### config.mk
export PLATFORM = sky130hd
export DESIGN_NAME = l2w_walker
export DESIGN_NICKNAME = d
export VERILOG_FILES = /design/src/rtl/l2w_pkg.sv /design/src/rtl/l2w_perm.sv /design/src/rtl/l2w_errcode.sv /design/src/rtl/l2w_ctrl.sv /design/src/rtl/l2w_walker.sv
export SDC_FILE = /design/constraint.sdc
export NUM_CORES = 1
export LEC_CHECK = 0
export BUFFER_PORTS_ARGS = -buffer_cell sky130_fd_sc_hd__buf_2
export CAP_MARGIN = 20
export CORE_MARGIN = 2
export CORE_UTILIZATION = 29
export DETAILED_ROUTE_END_ITERATION = 10
export GPL_TIMING_DRIVEN = 0
export PLACE_DENSITY_LB_ADDON = 0.25
export SLEW_MARGIN = 15
export SYNTH_ARGS = -nofsm -noshare
export SYNTH_HDL_FRONTEND = slang
export SYNTH_SLANG_ARGS = --single-unit
### constraint.sdc
create_clock -name clk -period 4 [get_ports clk]
set_input_delay 0.6 -clock clk [delete_from_list [all_inputs] [get_ports clk]]
set_output_delay 0.6 -clock clk [all_outputs]
set_load 0.02 [all_outputs]
### src/rtl/l2w_pkg.sv
package l2w_pkg;

   typedef enum logic [3:0] {
      S_IDLE,
      S_RD_DIR,
      S_CK_DIR,
      S_WR_DIR,
      S_RD_TBL,
      S_CK_TBL,
      S_WR_TBL,
      S_OK,
      S_FLT
   } walk_st_e;

   // entry flag positions; the permission and update logic decode these
   localparam int unsigned FLG_PRES  = 0;
   localparam int unsigned FLG_WRITE = 1;
   localparam int unsigned FLG_USER  = 2;
   localparam int unsigned FLG_ACC   = 5;
   localparam int unsigned FLG_DIRTY = 6;

   localparam int unsigned EC_W = 5;

   // packed error code, MSB first: bit4 .. bit0
   typedef struct packed {
      logic nx_fetch;
      logic rsvd;
      logic user;
      logic wr;
      logic prot;
   } err_t;

endpackage

### src/rtl/l2w_perm.sv
module l2w_perm #(
   parameter bit SUP_WP = 1'b0
) (
   input  logic user,
   input  logic wr,
   input  logic u_comb,
   input  logic w_comb,
   output logic allow
);

   logic sup_allow;
   logic usr_allow;

   generate
      if (SUP_WP) begin : g_sup_wp
         assign sup_allow = !wr || w_comb;
      end else begin : g_sup_free
         assign sup_allow = 1'b1;
      end
   endgenerate

   assign usr_allow = u_comb && (!wr || w_comb);
   assign allow     = user ? usr_allow : sup_allow;

endmodule

### src/rtl/l2w_errcode.sv
module l2w_errcode
   import l2w_pkg::*;
(
   input  logic            prot,
   input  logic            wr,
   input  logic            user,
   input  logic            fetch,
   input  logic            nx_en,
   output logic [EC_W-1:0] code
);

   err_t ec;

   always_comb begin
      ec.prot     = prot;
      ec.wr       = wr;
      ec.user     = user;
      ec.rsvd     = 1'b0;
      ec.nx_fetch = nx_en && fetch;
   end

   assign code = ec;

endmodule

### src/rtl/l2w_ctrl.sv
module l2w_ctrl
   import l2w_pkg::*;
#(
   parameter int unsigned ADDR_W = 32,
   parameter int unsigned IDX_W  = 10,
   parameter int unsigned OFF_W  = 12
) (
   input  logic              clk,
   input  logic              rst_n,
   input  logic              start,
   input  logic [ADDR_W-1:0] lin_addr,
   input  logic              user_req,
   input  logic              wr_req,
   input  logic              fetch_req,
   input  logic              nx_en,
   input  logic [ADDR_W-1:0] dir_base,
   output logic              mem_req,
   output logic              mem_we,
   output logic [ADDR_W-1:0] mem_addr,
   output logic [ADDR_W-1:0] mem_wdata,
   input  logic              mem_ack,
   input  logic [ADDR_W-1:0] mem_rdata,
   input  logic              perm_ok,
   input  logic [EC_W-1:0]   err_in,
   output logic              prot_o,
   output logic              user_o,
   output logic              wr_o,
   output logic              fetch_o,
   output logic              nx_o,
   output logic              u_comb,
   output logic              w_comb,
   output logic              busy,
   output logic              done,
   output logic              phys_ok,
   output logic [ADDR_W-1:0] phys_addr,
   output logic              fault,
   output logic [EC_W-1:0]   err_code,
   output logic [ADDR_W-1:0] fault_addr
);

   localparam int unsigned ENT_BYTES = ADDR_W / 8;
   localparam int unsigned ENT_SH    = $clog2(ENT_BYTES);
   localparam int unsigned FRAME_W   = ADDR_W - OFF_W;

   localparam logic [ADDR_W-1:0] ACC_MASK = ADDR_W'(1) << FLG_ACC;
   localparam logic [ADDR_W-1:0] DRT_MASK = ADDR_W'(1) << FLG_DIRTY;

   walk_st_e          st;
   logic [ADDR_W-1:0] la_q;
   logic [ADDR_W-1:0] base_q;
   logic [ADDR_W-1:0] pde_q;
   logic [ADDR_W-1:0] pte_q;
   logic              usr_q;
   logic              wr_q;
   logic              fch_q;
   logic              nx_q;
   logic [EC_W-1:0]   err_q;
   logic [ADDR_W-1:0] fa_q;

   logic [IDX_W-1:0]  dir_idx;
   logic [IDX_W-1:0]  tbl_idx;
   logic [ADDR_W-1:0] dir_addr;
   logic [ADDR_W-1:0] tbl_addr;
   logic              pte_upd;
   logic [ADDR_W-1:0] pte_new;

   assign dir_idx  = la_q[ADDR_W-1 -: IDX_W];
   assign tbl_idx  = la_q[OFF_W +: IDX_W];
   assign dir_addr = base_q + (ADDR_W'(dir_idx) << ENT_SH);
   assign tbl_addr = {pde_q[ADDR_W-1 -: FRAME_W], tbl_idx, {ENT_SH{1'b0}}};

   assign u_comb   = pde_q[FLG_USER]  && pte_q[FLG_USER];
   assign w_comb   = pde_q[FLG_WRITE] && pte_q[FLG_WRITE];
   assign pte_upd  = !pte_q[FLG_ACC] || (wr_q && !pte_q[FLG_DIRTY]);
   assign pte_new  = pte_q | ACC_MASK | (wr_q ? DRT_MASK : '0);

   assign prot_o   = (st == S_CK_TBL) && pte_q[FLG_PRES];
   assign user_o   = usr_q;
   assign wr_o     = wr_q;
   assign fetch_o  = fch_q;
   assign nx_o     = nx_q;

   always_comb begin
      mem_req   = 1'b0;
      mem_we    = 1'b0;
      mem_addr  = '0;
      mem_wdata = '0;
      unique case (st)
         S_RD_DIR: begin
            mem_req  = 1'b1;
            mem_addr = dir_addr;
         end
         S_WR_DIR: begin
            mem_req   = 1'b1;
            mem_we    = 1'b1;
            mem_addr  = dir_addr;
            mem_wdata = pde_q | ACC_MASK;
         end
         S_RD_TBL: begin
            mem_req  = 1'b1;
            mem_addr = tbl_addr;
         end
         S_WR_TBL: begin
            mem_req   = 1'b1;
            mem_we    = 1'b1;
            mem_addr  = tbl_addr;
            mem_wdata = pte_new;
         end
         default: begin
            mem_req = 1'b0;
         end
      endcase
   end

   always_ff @(posedge clk or negedge rst_n) begin
      if (!rst_n) begin
         st     <= S_IDLE;
         la_q   <= '0;
         base_q <= '0;
         pde_q  <= '0;
         pte_q  <= '0;
         usr_q  <= 1'b0;
         wr_q   <= 1'b0;
         fch_q  <= 1'b0;
         nx_q   <= 1'b0;
         err_q  <= '0;
         fa_q   <= '0;
      end else begin
         unique case (st)
            S_IDLE: begin
               if (start) begin
                  la_q   <= lin_addr;
                  base_q <= dir_base;
                  usr_q  <= user_req;
                  wr_q   <= wr_req && !fetch_req;
                  fch_q  <= fetch_req;
                  nx_q   <= nx_en;
                  pde_q  <= '0;
                  pte_q  <= '0;
                  st     <= S_RD_DIR;
               end
            end
            S_RD_DIR: begin
               if (mem_ack) begin
                  pde_q <= mem_rdata;
                  st    <= S_CK_DIR;
               end
            end
            S_CK_DIR: begin
               if (!pde_q[FLG_PRES]) begin
                  err_q <= err_in;
                  fa_q  <= la_q;
                  st    <= S_FLT;
               end else if (!pde_q[FLG_ACC]) begin
                  st <= S_WR_DIR;
               end else begin
                  st <= S_RD_TBL;
               end
            end
            S_WR_DIR: begin
               if (mem_ack) begin
                  st <= S_RD_TBL;
               end
            end
            S_RD_TBL: begin
               if (mem_ack) begin
                  pte_q <= mem_rdata;
                  st    <= S_CK_TBL;
               end
            end
            S_CK_TBL: begin
               if (!pte_q[FLG_PRES] || !perm_ok) begin
                  err_q <= err_in;
                  fa_q  <= la_q;
                  st    <= S_FLT;
               end else if (pte_upd) begin
                  st <= S_WR_TBL;
               end else begin
                  st <= S_OK;
               end
            end
            S_WR_TBL: begin
               if (mem_ack) begin
                  st <= S_OK;
               end
            end
            default: begin
               st <= S_IDLE;
            end
         endcase
      end
   end

   assign busy       = (st != S_IDLE);
   assign done       = (st == S_OK) || (st == S_FLT);
   assign phys_ok    = (st == S_OK);
   assign fault      = (st == S_FLT);
   assign phys_addr  = {pte_q[ADDR_W-1 -: FRAME_W], la_q[OFF_W-1:0]};
   assign err_code   = err_q;
   assign fault_addr = fa_q;

endmodule

### src/rtl/l2w_walker.sv
module l2w_walker
   import l2w_pkg::*;
#(
   parameter int unsigned ADDR_W = 32,
   parameter int unsigned IDX_W  = 10,
   parameter int unsigned OFF_W  = 12,
   parameter bit          SUP_WP = 1'b0
) (
   input  logic              clk,
   input  logic              rst_n,
   input  logic              start,
   input  logic [ADDR_W-1:0] lin_addr,
   input  logic              user_req,
   input  logic              wr_req,
   input  logic              fetch_req,
   input  logic              nx_en,
   input  logic [ADDR_W-1:0] dir_base,
   output logic              mem_req,
   output logic              mem_we,
   output logic [ADDR_W-1:0] mem_addr,
   output logic [ADDR_W-1:0] mem_wdata,
   input  logic              mem_ack,
   input  logic [ADDR_W-1:0] mem_rdata,
   output logic              busy,
   output logic              done,
   output logic              phys_ok,
   output logic [ADDR_W-1:0] phys_addr,
   output logic              fault,
   output logic [EC_W-1:0]   err_code,
   output logic [ADDR_W-1:0] fault_addr
);

   localparam int unsigned ENT_SH = $clog2(ADDR_W / 8);

   generate
      if (ADDR_W != 2 * IDX_W + OFF_W) begin : g_bad_split
         $error("l2w_walker: address split does not cover ADDR_W");
      end
      if (OFF_W != IDX_W + ENT_SH) begin : g_bad_table
         $error("l2w_walker: one table must fill exactly one page");
      end
      if (ADDR_W % 8 != 0 || ADDR_W < 16) begin : g_bad_width
         $error("l2w_walker: ADDR_W must be a byte multiple of at least 16");
      end
   endgenerate

   logic            perm_ok;
   logic [EC_W-1:0] err_in;
   logic            prot_w;
   logic            user_w;
   logic            wr_w;
   logic            fetch_w;
   logic            nx_w;
   logic            u_comb;
   logic            w_comb;

   l2w_ctrl #(
      .ADDR_W (ADDR_W),
      .IDX_W  (IDX_W),
      .OFF_W  (OFF_W)
   ) u_ctrl (
      .clk        (clk),
      .rst_n      (rst_n),
      .start      (start),
      .lin_addr   (lin_addr),
      .user_req   (user_req),
      .wr_req     (wr_req),
      .fetch_req  (fetch_req),
      .nx_en      (nx_en),
      .dir_base   (dir_base),
      .mem_req    (mem_req),
      .mem_we     (mem_we),
      .mem_addr   (mem_addr),
      .mem_wdata  (mem_wdata),
      .mem_ack    (mem_ack),
      .mem_rdata  (mem_rdata),
      .perm_ok    (perm_ok),
      .err_in     (err_in),
      .prot_o     (prot_w),
      .user_o     (user_w),
      .wr_o       (wr_w),
      .fetch_o    (fetch_w),
      .nx_o       (nx_w),
      .u_comb     (u_comb),
      .w_comb     (w_comb),
      .busy       (busy),
      .done       (done),
      .phys_ok    (phys_ok),
      .phys_addr  (phys_addr),
      .fault      (fault),
      .err_code   (err_code),
      .fault_addr (fault_addr)
   );

   l2w_perm #(
      .SUP_WP (SUP_WP)
   ) u_perm (
      .user   (user_w),
      .wr     (wr_w),
      .u_comb (u_comb),
      .w_comb (w_comb),
      .allow  (perm_ok)
   );

   l2w_errcode u_ec (
      .prot  (prot_w),
      .wr    (wr_w),
      .user  (user_w),
      .fetch (fetch_w),
      .nx_en (nx_w),
      .code  (err_in)
   );

endmodule

==> Word level (Yosys, flattened, before mapping) <==
Cells that the tools add are included.
Widths: inputs -> output; s select.
{ "word_totals": {"romBits": 0, "ramBits": 0, "ff_bits": 173, "out_inout_bits": 139, "inputBits": 104, "latch_bits": 0, "memories": 0} }
{ "op_classes": {"n_div": 0, "eq_ne": 15, "n_shift": 0, "magnitude_cmp": 0, "muxes": 26, "reduce_logical": 31, "add_sub_neg": 1, "mul": 0, "bitwise": 1} }
{ "op_table": {"columns": ["operator", "n"], "rows": [
  ["$pmux 32 s2", 5],
  ["$mux 32", 4],
  ["$add 32x12->32", 1],
  ["$or 32x32->32", 1],
  ["$mux 4", 7],
  ["$pmux 4 s7", 1],
  ["$eq 4x3->1 const B", 4],
  ["$ne 2x2->1 const B", 7],
  ["$mux 5", 2],
  ["$pmux 5 s2", 1],
  ["$reduce_and 3->1", 3],
  ["$eq 4x2->1 const B", 2],
  ["$logic_and 1x1->1", 7],
  ["$mux 7", 1],
  ["$logic_not 1->1", 6],
  ["$reduce_bool 2->1", 3],
  ["$reduce_or 2->1", 3],
  ["$reduce_and 5->1", 1],
  ["$eq 4x1->1 const B", 1],
  ["$eq 4x4->1 const B", 1],
  ["$logic_not 4->1", 1],
  ["$logic_or 1x1->1", 4],
  ["$mux 1", 4],
  ["$reduce_bool 4->1", 1],
  ["other kinds (3)", 3]
]} }

==> Logic depth before layout (Yosys ltp) <==
Gate-level depths: netlist of the first run.
{ "depth": {"word_depth": 8, "depth_mapped": 9, "mapped_depth_nobuf": 8} }

==> Hierarchy <==
Synthesis of the first run repeated with hierarchy kept, for this count alone.
{ "hier_totals": {"cells_unflattened": 778, "area_unflattened_um2": 8574.5} }
{ "modules_own_cells": {"columns": ["mod", "n_inst", "seq_area_each_um2", "area_each_um2", "cells_each"], "rows": [
  ["l2w_ctrl", 1, 4329.2, 8519.4, 769],
  ["l2w_errcode", 1, 0.0, 40.0, 6],
  ["l2w_perm", 1, 0.0, 15.0, 3]
]} }

==> Least setup slack after synthesis of the first run <==
No wires, ideal clock.
{ "synth_timing": {"kind": "register to output", "start": "reg u_ctrl.base_q[2]", "end": "out mem_addr[12]", "required_time_ns": 3.400, "setup_slack_ns": 0.959, "path_stages_with_launch": 9, "t_arrival_ns": 2.441, "path_buffers": 0, "cell_sequence": "dfrtp_1 ha_1 fa_1 a21o_1 and4_1 o21ai_1 a31oi_1 or3_2 a32o_1"} }
{ "synth_between": {"elab_chain_cells": 2} }
{ "synth_lines": {"columns": ["element", "line_no", "text"], "rows": [
  ["start, declared", "l2w_ctrl.sv:50", "logic [ADDR_W-1:0] base_q;"],
  ["start signal, assigned", "l2w_ctrl.sv:133", "base_q <= dir_base;"],
  ["$add 32x12->32", "l2w_ctrl.sv:69", "assign dir_addr = base_q + (ADDR_W'(dir_idx) << ENT_SH);"],
  ["$pmux 32 s2", "l2w_ctrl.sv:88", "unique case (st)"],
  ["end, declared", "l2w_walker.sv:20", "output logic [ADDR_W-1:0] mem_addr,"]
]} }
No other way between the ends.

==> Final worst setup path of the first run <==
{ "layout_timing": {"start": "reg u_ctrl.la_q[22]", "end": "out mem_addr[12]"} }
{ "layout_between": {"elab_chain_cells": 2} }
{ "layout_lines": {"columns": ["element", "line_no", "text"], "rows": [
  ["start, declared", "l2w_ctrl.sv:49", "logic [ADDR_W-1:0] la_q;"],
  ["start signal, assigned", "l2w_ctrl.sv:132", "la_q <= lin_addr;"],
  ["$add 32x12->32", "l2w_ctrl.sv:69", null],
  ["$pmux 32 s2", "l2w_ctrl.sv:88", null]
]} }
No other way between the ends.

==> results of run 1 <==
[per-layer routing]
layer	wire, um	vias to the layer above	track usage
met5	45	-	0
met4	372	8	0.0427
met3	1920	26	0.0503
met2	12700	220	0.285
met1	12900	3485	0.242
li1	-	3489	-
[cells in the mapped netlist (all sizes together), types with 2 or more instances]
master and instances:
a211o 5, a211oi 3, a21boi 3, a21o 5
a21oi 11, a221o 2, a22o 32, a22oi 6
a31oi 3, a32o 6, a32oi 3, and2 3
and3 14, and4 3, buf 51, clkbuf 39
dfrtp 172, ha 10, inv 5, mux2 101
mux2i 8, nand2 172, nand2b 6, nand3 22
nand3b 4, nand4 5, nor2 12, nor2b 4
nor3 12, nor3b 2, nor4 2, o211ai 3
o21a 2, o21ai 84, or2 4, or3 3
or4 8, xnor2 3, xor2 2
[cell families (layout without fill, tap and decap cells)]
kind of cell / Yosys count / after routing
xor+xnor: 5 / 5
other cells: 1 / 1
flops: 172 / 172
fa+ha+maj: 11 / 11
buf+inv: 95 / 369
simple gates: 278 / 278
compound gates: 174 / 174
mux: 109 / 109
[worst paths after layout]
path	startpoint	endpoint	slack (ns)	cells past startpoint
max	u_ctrl.la_q[22]	mem_addr[12]	0.18	9
min	rst_n	u_ctrl.pte_q[8]	0.13	1
max reg2reg	u_ctrl.st[1]	u_ctrl.pte_q[25]	1.44	6
min reg2reg	u_ctrl.err_code[4]	u_ctrl.err_code[4]	0.48	2
max in group asynchronous	rst_n	u_ctrl.base_q[11]	2.97	2
min in group clk	lin_addr[27]	u_ctrl.la_q[27]	0.39	2
[stage by stage]
step	hold slack [ns]	setup TNS (ns)	setup slack (ns)
after global routing	0.190	0	0.00390
after global placement	0.461	-106.07	-0.641
after detailed placement	0.470	0	0.639
final	0.130	0	0.181
after CTS	0.165	0	0.159
after floorplan	0.304	0	0.959
[area by class of cell]
type	count	area, um2	area share
flip-flops and latches	172	4300	0.389
clock buffers	17	425	0.0385
well taps	390	488	0.0441
inverters	5	18.8	0.00170
repair buffers	242	1240	0.112
multi-input cells	578	3890	0.352
clock inverters	15	170	0.0154
plain buffers	90	515	0.0466
[sequential cells by signal (all words and copies together) (netlist names), 4 cells and up]
register and flops:
u_ctrl.fault_addr 32, u_ctrl.base_q 32, u_ctrl.pte_q 32, u_ctrl.st 4, u_ctrl.la_q 32, u_ctrl.pde_q 32
u_ctrl.err_code 4
[placed cells by master, fill, tap and decap left out, types with 6 or more instances in the layout]
cell type and n:
buf_4 34, clkbuf_16 17, a22o_1 32, mux2i_1 8, a22oi_1 6, a21oi_1 10
mux2_2 101, nor3_1 10, nand2b_1 6, nand2_1 172, nor2_1 12, a32o_1 6
or4_1 8, buf_2 254, o21ai_0 83, and3_1 13, ha_1 10, clkbuf_1 38
dfrtp_1 172, nand3_1 22
[power breakdown]
part,total (uW),internal [uW],switching [uW]
clock network,1700,893,810
registers,3180,2500,677
logic,5020,2000,3020
[critical path, cell delays in order, from the launching register on]
cell and delay [ns]:
dfrtp_1 0.41, ha_1 0.23, fa_1 0.41, a21o_1 0.21, and4_1 0.22, o21ai_1 0.31
a31oi_1 0.15, or3_2 0.42, a32o_1 0.25, buf_2 0.17
==> results.sh, run 1 <==
export IMPL_run_status="finished, final reports clean"
export IMPL_wirelength_mm=28.0
export IMPL_drive_gt1_frac=0.394
export IMPL_finClkSkew_ns=0.0110
export IMPL_n_antenna_cell=0
export IMPL_yosys_cell_types_count=61
export IMPL_p_leak_uw=0.00528
export IMPL_cts_setup_buffers=0
export IMPL_stdcell_count=1509
export IMPL_first_iter_violations=432
export IMPL_synthMuxAreaShare=0.139
export IMPL_antenna_found_initial=4
export IMPL_nets=1221
export IMPL_clk_latency_ns=0.43
export IMPL_cp_end_kind="output port"
export IMPL_synth_edf_count=0
export IMPL_globalplace_congestion=0.802
export IMPL_max_slew_margin_rel=0.438
export IMPL_power_density_mw_per_mm2=895
export IMPL_cts_buffers=17
export IMPL_post_route_period_util=0.955
export IMPL_crit_fanout=4
export IMPL_synth_simple_area_share=0.149
export IMPL_async_reset_ff_frac=1.00
export IMPL_rsz0062_at_grt="no"
export IMPL_grt_pass1_wl_mm=42.9
export IMPL_synth_ff_type="dfrtp_1"
export IMPL_htreeDepth=4
export IMPL_placement_io_buffers=241
export IMPL_place_area_mm2=0.0105
export IMPL_drv_cap=0
export IMPL_finalSetupViolCount=0
export IMPL_wl_per_cell_um=18.6
export IMPL_synth_top_family_by_area="simple AND/OR/NAND/NOR gates"
export IMPL_ant_nets=0
export IMPL_synthAdderAreaFrac=0.0166
export IMPL_worst_ep_required_time_ns=3.40
export IMPL_synth_top_area_cell="dfrtp_1"
export IMPL_track_usage=0.180
export IMPL_grt_max_degree=95
export IMPL_place_hpwl_mm=21.5
export IMPL_nFillCells=3088
export IMPL_num_vias=7228
export IMPL_viasPerCell=4.79
export IMPL_syn_nets=960
export IMPL_die_w_um=178
export IMPL_die_area_mm2=0.0315
export IMPL_synth_seq_cells=172
export IMPL_worstPathArrival_ns=3.22
export IMPL_drc=0
export IMPL_drv_slew=0
export IMPL_core_area_mm2=0.0296
export IMPL_seq_area_frac_synth=0.493
export IMPL_synth_warnings=0
export IMPL_synth_compound_area_share=0.135
export IMPL_min_path_type="in -> async"
export IMPL_criticalPathCategory="reg -> out"
export IMPL_areaGrowthSynthToFinish_pct=26.7
export IMPL_timing_critical_path_from_type="flop"
export IMPL_die_h_um=178
export IMPL_grt_pass1_vias=7255
export IMPL_start_util=0.295
export IMPL_cts_root_buf="clkbuf_16"
export IMPL_dr_pass1_iters=5
export IMPL_synthesis_area_mm2=0.00873
export IMPL_syn_avg_cell_area_um2=10.3
export IMPL_clk_path_buf_depth=2
export IMPL_gr_total_overflow=0
export IMPL_syn_inst=845
export IMPL_timing_fmax_ghz=0.262
export IMPL_synth_area_top_cells="dfrtp_1 (49%), mux2_2 (13%), nand2_1 (7.4%)"
export IMPL_hold_viol=0
export IMPL_synth_top_cell_area_share=0.493
export IMPL_worstMarginPinSlew_ns=0.841
export IMPL_period_minus_slack_ns=3.82
export IMPL_final_util=0.373
export IMPL_cts_tree="yes"
export IMPL_postCtsHoldBufs=0
export IMPL_cts_resized=0
export IMPL_synth_xor_area_frac=0.00502
export IMPL_rows=63
export IMPL_ir_drop_uv=409
export IMPL_ios=243
export IMPL_place_inst=1477
export IMPL_postLayoutCellArea_mm2=0.0111
export IMPL_cts_sinks=172
export IMPL_power_uw=9900
export IMPL_cts_reportedPaths_clkPinSlew_ns=0.08
(Power assumes the default switching activity.)
==> inputs of run 2 (changes only) <==
--- a/config.mk
+++ b/config.mk
@@ -7,11 +7,13 @@
 export LEC_CHECK = 0
 export BUFFER_PORTS_ARGS = -buffer_cell sky130_fd_sc_hd__buf_2
 export CAP_MARGIN = 20
+export CELL_PAD_IN_SITES_DETAIL_PLACEMENT = 1
+export CELL_PAD_IN_SITES_GLOBAL_PLACEMENT = 2
 export CORE_MARGIN = 2
 export CORE_UTILIZATION = 29
 export DETAILED_ROUTE_END_ITERATION = 10
-export GPL_TIMING_DRIVEN = 0
-export PLACE_DENSITY_LB_ADDON = 0.25
+export GPL_TIMING_DRIVEN = 1
+export PLACE_DENSITY_LB_ADDON = 0.1
 export SLEW_MARGIN = 15
 export SYNTH_ARGS = -nofsm -noshare
 export SYNTH_HDL_FRONTEND = slang
==> run 2 against run 1 <==
Against the previous run:
- worst setup slack better by 0.082 ns
- hold slack better by 0.072 ns
- cell area is 3.3% lower
- wire length is 2.6% lower
- final cell count is 4.6% lower
- clock-buffer cell count stayed put
- via count is 4.0% lower
- sequential power hardly changed
- critical endpoint unchanged
- largest power group unchanged
- highest routed layer unchanged
==> results.sh, run 2 (synthesized netlist as in run 1, its figures left out) <==
export IMPL_setup_slack_ns=0.263
export IMPL_min_path_type="in -> async"
export IMPL_rsz0062_at_grt="no"
export IMPL_worstMarginPinSlew_ns=0.769
export IMPL_cts_buffers=17
export IMPL_die_h_um=178
export IMPL_r2r_slack_ns=1.41
export IMPL_place_hpwl_mm=19.3
export IMPL_start_util=0.295
export IMPL_multi_input_area_mm2=0.00396
export IMPL_drv_cap=0
export IMPL_core_area_mm2=0.0296
export IMPL_intPower_uw=5170
export IMPL_worstPathArrival_ns=3.14
export IMPL_ir_drop_uv=522
export IMPL_grt_pass1_wl_mm=42.2
export IMPL_gr_total_overflow=0
export IMPL_crit_fanout=4
export IMPL_num_vias=6940
export IMPL_drv_slew=0
export IMPL_timing_fmax_ghz=0.268
export IMPL_p_leak_uw=0.00505
export IMPL_clk_path_buf_depth=2
export IMPL_ant_nets=0
export IMPL_cts_root_buf="clkbuf_16"
export IMPL_htreeDepth=4
export IMPL_run_status="finished, final reports clean"
export IMPL_cts_tree="yes"
export IMPL_finalSetupTns_ns=0
export IMPL_finalSetupViolCount=0
export IMPL_clk_latency_ns=0.44
export IMPL_drc=0
export IMPL_wirelength_mm=27.3
export IMPL_combPwrFrac=0.494
export IMPL_final_common_cell="buf_2"
export IMPL_clockPowerShare=0.170
export IMPL_antenna_found_initial=6
export IMPL_finClkSkew_ns=0.0105
export IMPL_globalplace_congestion=0.737
export IMPL_track_usage=0.176
export IMPL_nets=1146
export IMPL_worst_ep_required_time_ns=3.40
export IMPL_die_area_mm2=0.0315
export IMPL_final_cell_mix="buf_2 (240), nand2_1 (172), dfrtp_1 (172)"
export IMPL_regArea_mm2=0.00430
export IMPL_cts_reportedPaths_clkPinSlew_ns=0.07
export IMPL_hold_viol=0
export IMPL_timing_critical_path_from_type="flop"
export IMPL_drive_gt1_frac=0.394
export IMPL_cts_sinks=172
export IMPL_ios=243
export IMPL_post_route_period_util=0.934
export IMPL_die_w_um=178
export IMPL_grt_max_degree=84
export IMPL_power_density_mw_per_mm2=888
export IMPL_viasPerCell=4.82
export IMPL_dr_pass1_iters=4
export IMPL_final_util=0.361
export IMPL_netSwitchingPower_uw=4330
export IMPL_swShare=0.456
export IMPL_rows=63
export IMPL_grt_pass1_vias=7171
export IMPL_cts_setup_buffers=0
export IMPL_nFillCells=3405
export IMPL_period_minus_slack_ns=3.74
export IMPL_areaGrowthSynthToFinish_pct=22.4
export IMPL_placement_io_buffers=241
export IMPL_cp_end_kind="output port"
export IMPL_place_ws_ns=0.620
export IMPL_criticalPathCategory="reg -> out"
export IMPL_wl_per_cell_um=19.0
export IMPL_max_slew_margin_rel=0.487
export IMPL_first_iter_violations=320
export IMPL_postCtsHoldBufs=0
export IMPL_pwr_share_seq=0.336
## run 2: cell types whose count changed in the layout (fill, tap and decap cells not counted), moves of 2 or more
cell | previous run | this run
buf_2 | 254 | 240
a21boi_1 | 2 | 0
a21boi_4 | 0 | 2
clkinv_4 | 0 | 3
buf_4 | 34 | 15
clkbuf_1 | 38 | 0
clkinv_8 | 2 | 0
buf_6 | 3 | 0
diode_2 | 0 | 5
## run 2: worst max-delay path, cell delays in order (launching register included)
cell and delay (ns):
dfrtp_1 0.41, ha_1 0.23, fa_1 0.42, a21o_1 0.21
and4_1 0.23, o21ai_2 0.22, a31oi_1 0.13, or3_2 0.42
a32o_1 0.26, buf_2 0.17
## run 2: path summary, 6_finish.rpt
check / to / depth (start not counted) / start
min in group clk: u_ctrl.la_q[11] / 2 / lin_addr[11]
worst max register to register: u_ctrl.pde_q[25] / 6 / u_ctrl.st[2]
max in group asynchronous: u_ctrl.base_q[2] / 2 / rst_n
worst min-delay path: u_ctrl.pde_q[4] / 1 / rst_n
worst max-delay path: mem_addr[12] / 9 / u_ctrl.la_q[22]
worst min register to register: u_ctrl.pde_q[11] / 2 / u_ctrl.pde_q[11]
## run 2: metrics by stage
stage / hold WS [ns] / area [um2] / total power, uW / instances
after floorplan: 0.304 / 8730 / 6470 / 845
after global placement: 0.462 / 10100 / 7960 / 1402
after detailed placement: 0.473 / 10100 / 8020 / 1402
after CTS: 0.242 / 10700 / 9690 / 1434
after global routing: 0.255 / 10700 / 10300 / 1436
final: 0.202 / 10700 / 9490 / 1439
## run 2: repair_timing
| item | in CTS | in global routing |
|---|---|---|
| hold endpoints to repair | 0 | 0 |
| resized for setup | 0 | 1 |
| endpoints found under the setup margin | 0 | 1 |
## run 2: area by class of cell
class	count	area share
diodes	5	0.00117
clock buffers	17	0.0398
clock inverters	15	0.0124
inverters	5	0.00176
multi-input cells	578	0.371
flip-flops and latches	172	0.403
well taps	390	0.0456
repair buffers	257	0.126
## run 2: routing by layer
| layer | vias up | track usage | share of wire |
|---|---|---|---|
| met5 | - | 0 | 0.00055 |
| met4 | 2 | 0.0516 | 0.011 |
| met3 | 17 | 0.0493 | 0.059 |
| met2 | 150 | 0.273 | 0.46 |
| met1 | 3431 | 0.238 | 0.47 |
| li1 | 3340 | - | - |
## run 2: power by group through the flow
stage	logic [uW]	clock network [uW]	registers [uW]
after global placement	4760	0	3200
after global routing	5180	1750	3320
after detailed placement	4790	0	3230
after floorplan	3290	0	3180
after CTS	4800	1690	3200
final	4690	1610	3190
==> inputs of run 3 (changes only) <==
--- a/config.mk
+++ b/config.mk
@@ -9,11 +9,12 @@
 export CAP_MARGIN = 20
 export CELL_PAD_IN_SITES_DETAIL_PLACEMENT = 1
 export CELL_PAD_IN_SITES_GLOBAL_PLACEMENT = 2
-export CORE_MARGIN = 2
+export CORE_ASPECT_RATIO = 1.2
 export CORE_UTILIZATION = 29
 export DETAILED_ROUTE_END_ITERATION = 10
 export GPL_TIMING_DRIVEN = 1
 export PLACE_DENSITY_LB_ADDON = 0.1
+export SETUP_SLACK_MARGIN = 0.02
 export SLEW_MARGIN = 15
 export SYNTH_ARGS = -nofsm -noshare
 export SYNTH_HDL_FRONTEND = slang
==> run 3 against run 2 <==
Against the previous run:
- clock skew about the same
- clock power up 7%
- flip-flop and latch count unchanged
- register-to-register slack worse by 0.02 ns
- final cell count about the same
- wire length down 0.11%
- critical path type unchanged
- first-iteration DRC count down 29%
- critical path depth unchanged
- global-route usage up 0.60 points
- sequential share of layout area down 0.14 points
- cell area up 0.35%
- die area down 2.2%
==> results.sh, run 3 (synthesized netlist as in run 1, its figures left out) <==
export IMPL_drc=0
export IMPL_cts_setup_buffers=0
export IMPL_worst_ep_required_time_ns=3.40
export IMPL_start_util=0.295
export IMPL_routed_wl_met3_mm=1.50
export IMPL_core_area_mm2=0.0296
export IMPL_cts_root_buf="clkbuf_16"
export IMPL_cts_tree="yes"
export IMPL_cts_buffers=17
export IMPL_cts_sinks=172
export IMPL_wirelength_mm=27.3
export IMPL_grt_pass1_wl_mm=42.9
export IMPL_placement_io_buffers=241
export IMPL_rows=69
export IMPL_post_route_period_util=0.945
export IMPL_finalSetupTns_ns=0
export IMPL_cts_reportedPaths_clkPinSlew_ns=0.08
export IMPL_wl_per_cell_um=18.9
export IMPL_antenna_found_initial=9
export IMPL_die_h_um=192
export IMPL_finalSetupViolCount=0
export IMPL_place_inst=1403
export IMPL_r2r_cells=8
export IMPL_timing_critical_path_from_type="flop"
export IMPL_drv_slew=0
export IMPL_critPathLaunch="u_ctrl.la_q[22]"
export IMPL_cts_resized=0
export IMPL_nets=1147
export IMPL_timing_rr_start="u_ctrl.st[0]"
export IMPL_htreeDepth=4
export IMPL_clk_latency_ns=0.43
export IMPL_grt_pass1_vias=7360
export IMPL_postCtsHoldBufs=0
export IMPL_die_w_um=160
export IMPL_timing_fmax_ghz=0.265
export IMPL_min_path_type="in -> async"
export IMPL_globalplace_congestion=0.764
export IMPL_crit_fanout=4
export IMPL_hold_viol=0
export IMPL_worstMarginPinSlew_ns=0.877
export IMPL_drive_gt1_frac=0.392
export IMPL_worstPathArrival_ns=3.18
export IMPL_num_vias=6952
export IMPL_dr_pass1_iters=4
export IMPL_grt_max_degree=99
export IMPL_power_uw=9690
export IMPL_track_usage=0.182
export IMPL_rsz0062_at_grt="no"
export IMPL_finClkSkew_ns=0.0103
export IMPL_clk_path_buf_depth=2
export IMPL_criticalPathCategory="reg -> out"
export IMPL_ir_drop_uv=361
export IMPL_period_minus_slack_ns=3.78
export IMPL_ios=243
export IMPL_stdcell_count=1440
export IMPL_die_area_mm2=0.0308
export IMPL_first_iter_violations=228
export IMPL_viasPerCell=4.83
export IMPL_p_leak_uw=0.00508
export IMPL_drt_met1_wl_mm=12.1
export IMPL_place_area_mm2=0.0101
export IMPL_power_density_mw_per_mm2=903
export IMPL_cp_end_kind="output port"
export IMPL_areaGrowthSynthToFinish_pct=22.9
export IMPL_final_cell_mix="buf_2 (240), nand2_1 (172), dfrtp_1 (172)"
export IMPL_postLayoutCellArea_mm2=0.0107
export IMPL_drv_cap=0
export IMPL_ant_nets=0
export IMPL_run_status="finished, final reports clean"
export IMPL_wl_met2_mm=13.2
export IMPL_place_hpwl_mm=19.8
export IMPL_gr_total_overflow=0
export IMPL_final_common_cell="buf_2"
export IMPL_max_slew_margin_rel=0.415
export IMPL_highest_layer="met5"
-- run 3: cell count changes in the layout (fill, tap and decap cells not counted), sizes merged --
| cell | delta |
|---|---|
| inv | +1 |
| buf | +1 |
| clkinvlp | -3 |
| clkbuf | +1 |
| clkinv | -1 |
| bufinv | +2 |
-- run 3: layout make-up --
type                            instances  area (um2)
Fill cell                            3405       18900
Sequential cell                       172        4300
Multi-Input combinational cell        578        3960
Timing Repair Buffer                  258        1340
Tap cell                              390         488
Clock buffer                           18         429
Clock inverter                         14         175
Inverter                                5        18.8
Antenna cell                            5        12.5
-- run 3: where the power goes --
part	switching [uW]	leakage [uW]	internal (uW)
combinational	2920	0.00263	1870
clock	785	0.000295	950
sequential	683	0.00216	2480
total	4390	0.00508	5300
-- run 3: final timing paths --
| kind | slack [ns] | endpoint |
|---|---|---|
| max | 0.22 | mem_addr[12] |
| min | 0.23 | u_ctrl.pte_q[3] |
| max reg2reg | 1.39 | u_ctrl.pde_q[14] |
| min in group clk | 0.39 | u_ctrl.la_q[19] |
| max in group asynchronous | 2.73 | u_ctrl.fault_addr[31] |
| min reg2reg | 0.48 | u_ctrl.err_code[4] |
-- run 3: through the flow --
step	utilization	setup slack (ns)	hold WS [ns]
finish	0.362	0.220	0.234
global placement	0.341	0.707	0.461
global route	0.362	0.0294	0.306
floorplan	-	0.959	0.304
CTS	0.362	0.171	0.295
detailed placement	0.341	0.666	0.477
-- run 3: critical path: stages, from the launching register on --
cell     delay [ns]
dfrtp_1        0.40
ha_1           0.23
fa_1           0.41
a21o_1         0.21
and4_1         0.22
o21ai_1        0.29
a31oi_1        0.15
or3_2          0.42
a32o_1         0.25
buf_2          0.16
-- run 3: metal layers --
metal  vias up  global-route usage
li1       3338                   -
met3        24              0.0497
met1      3423               0.230
met4         8              0.0480
met5         -                   0
met2       159               0.304
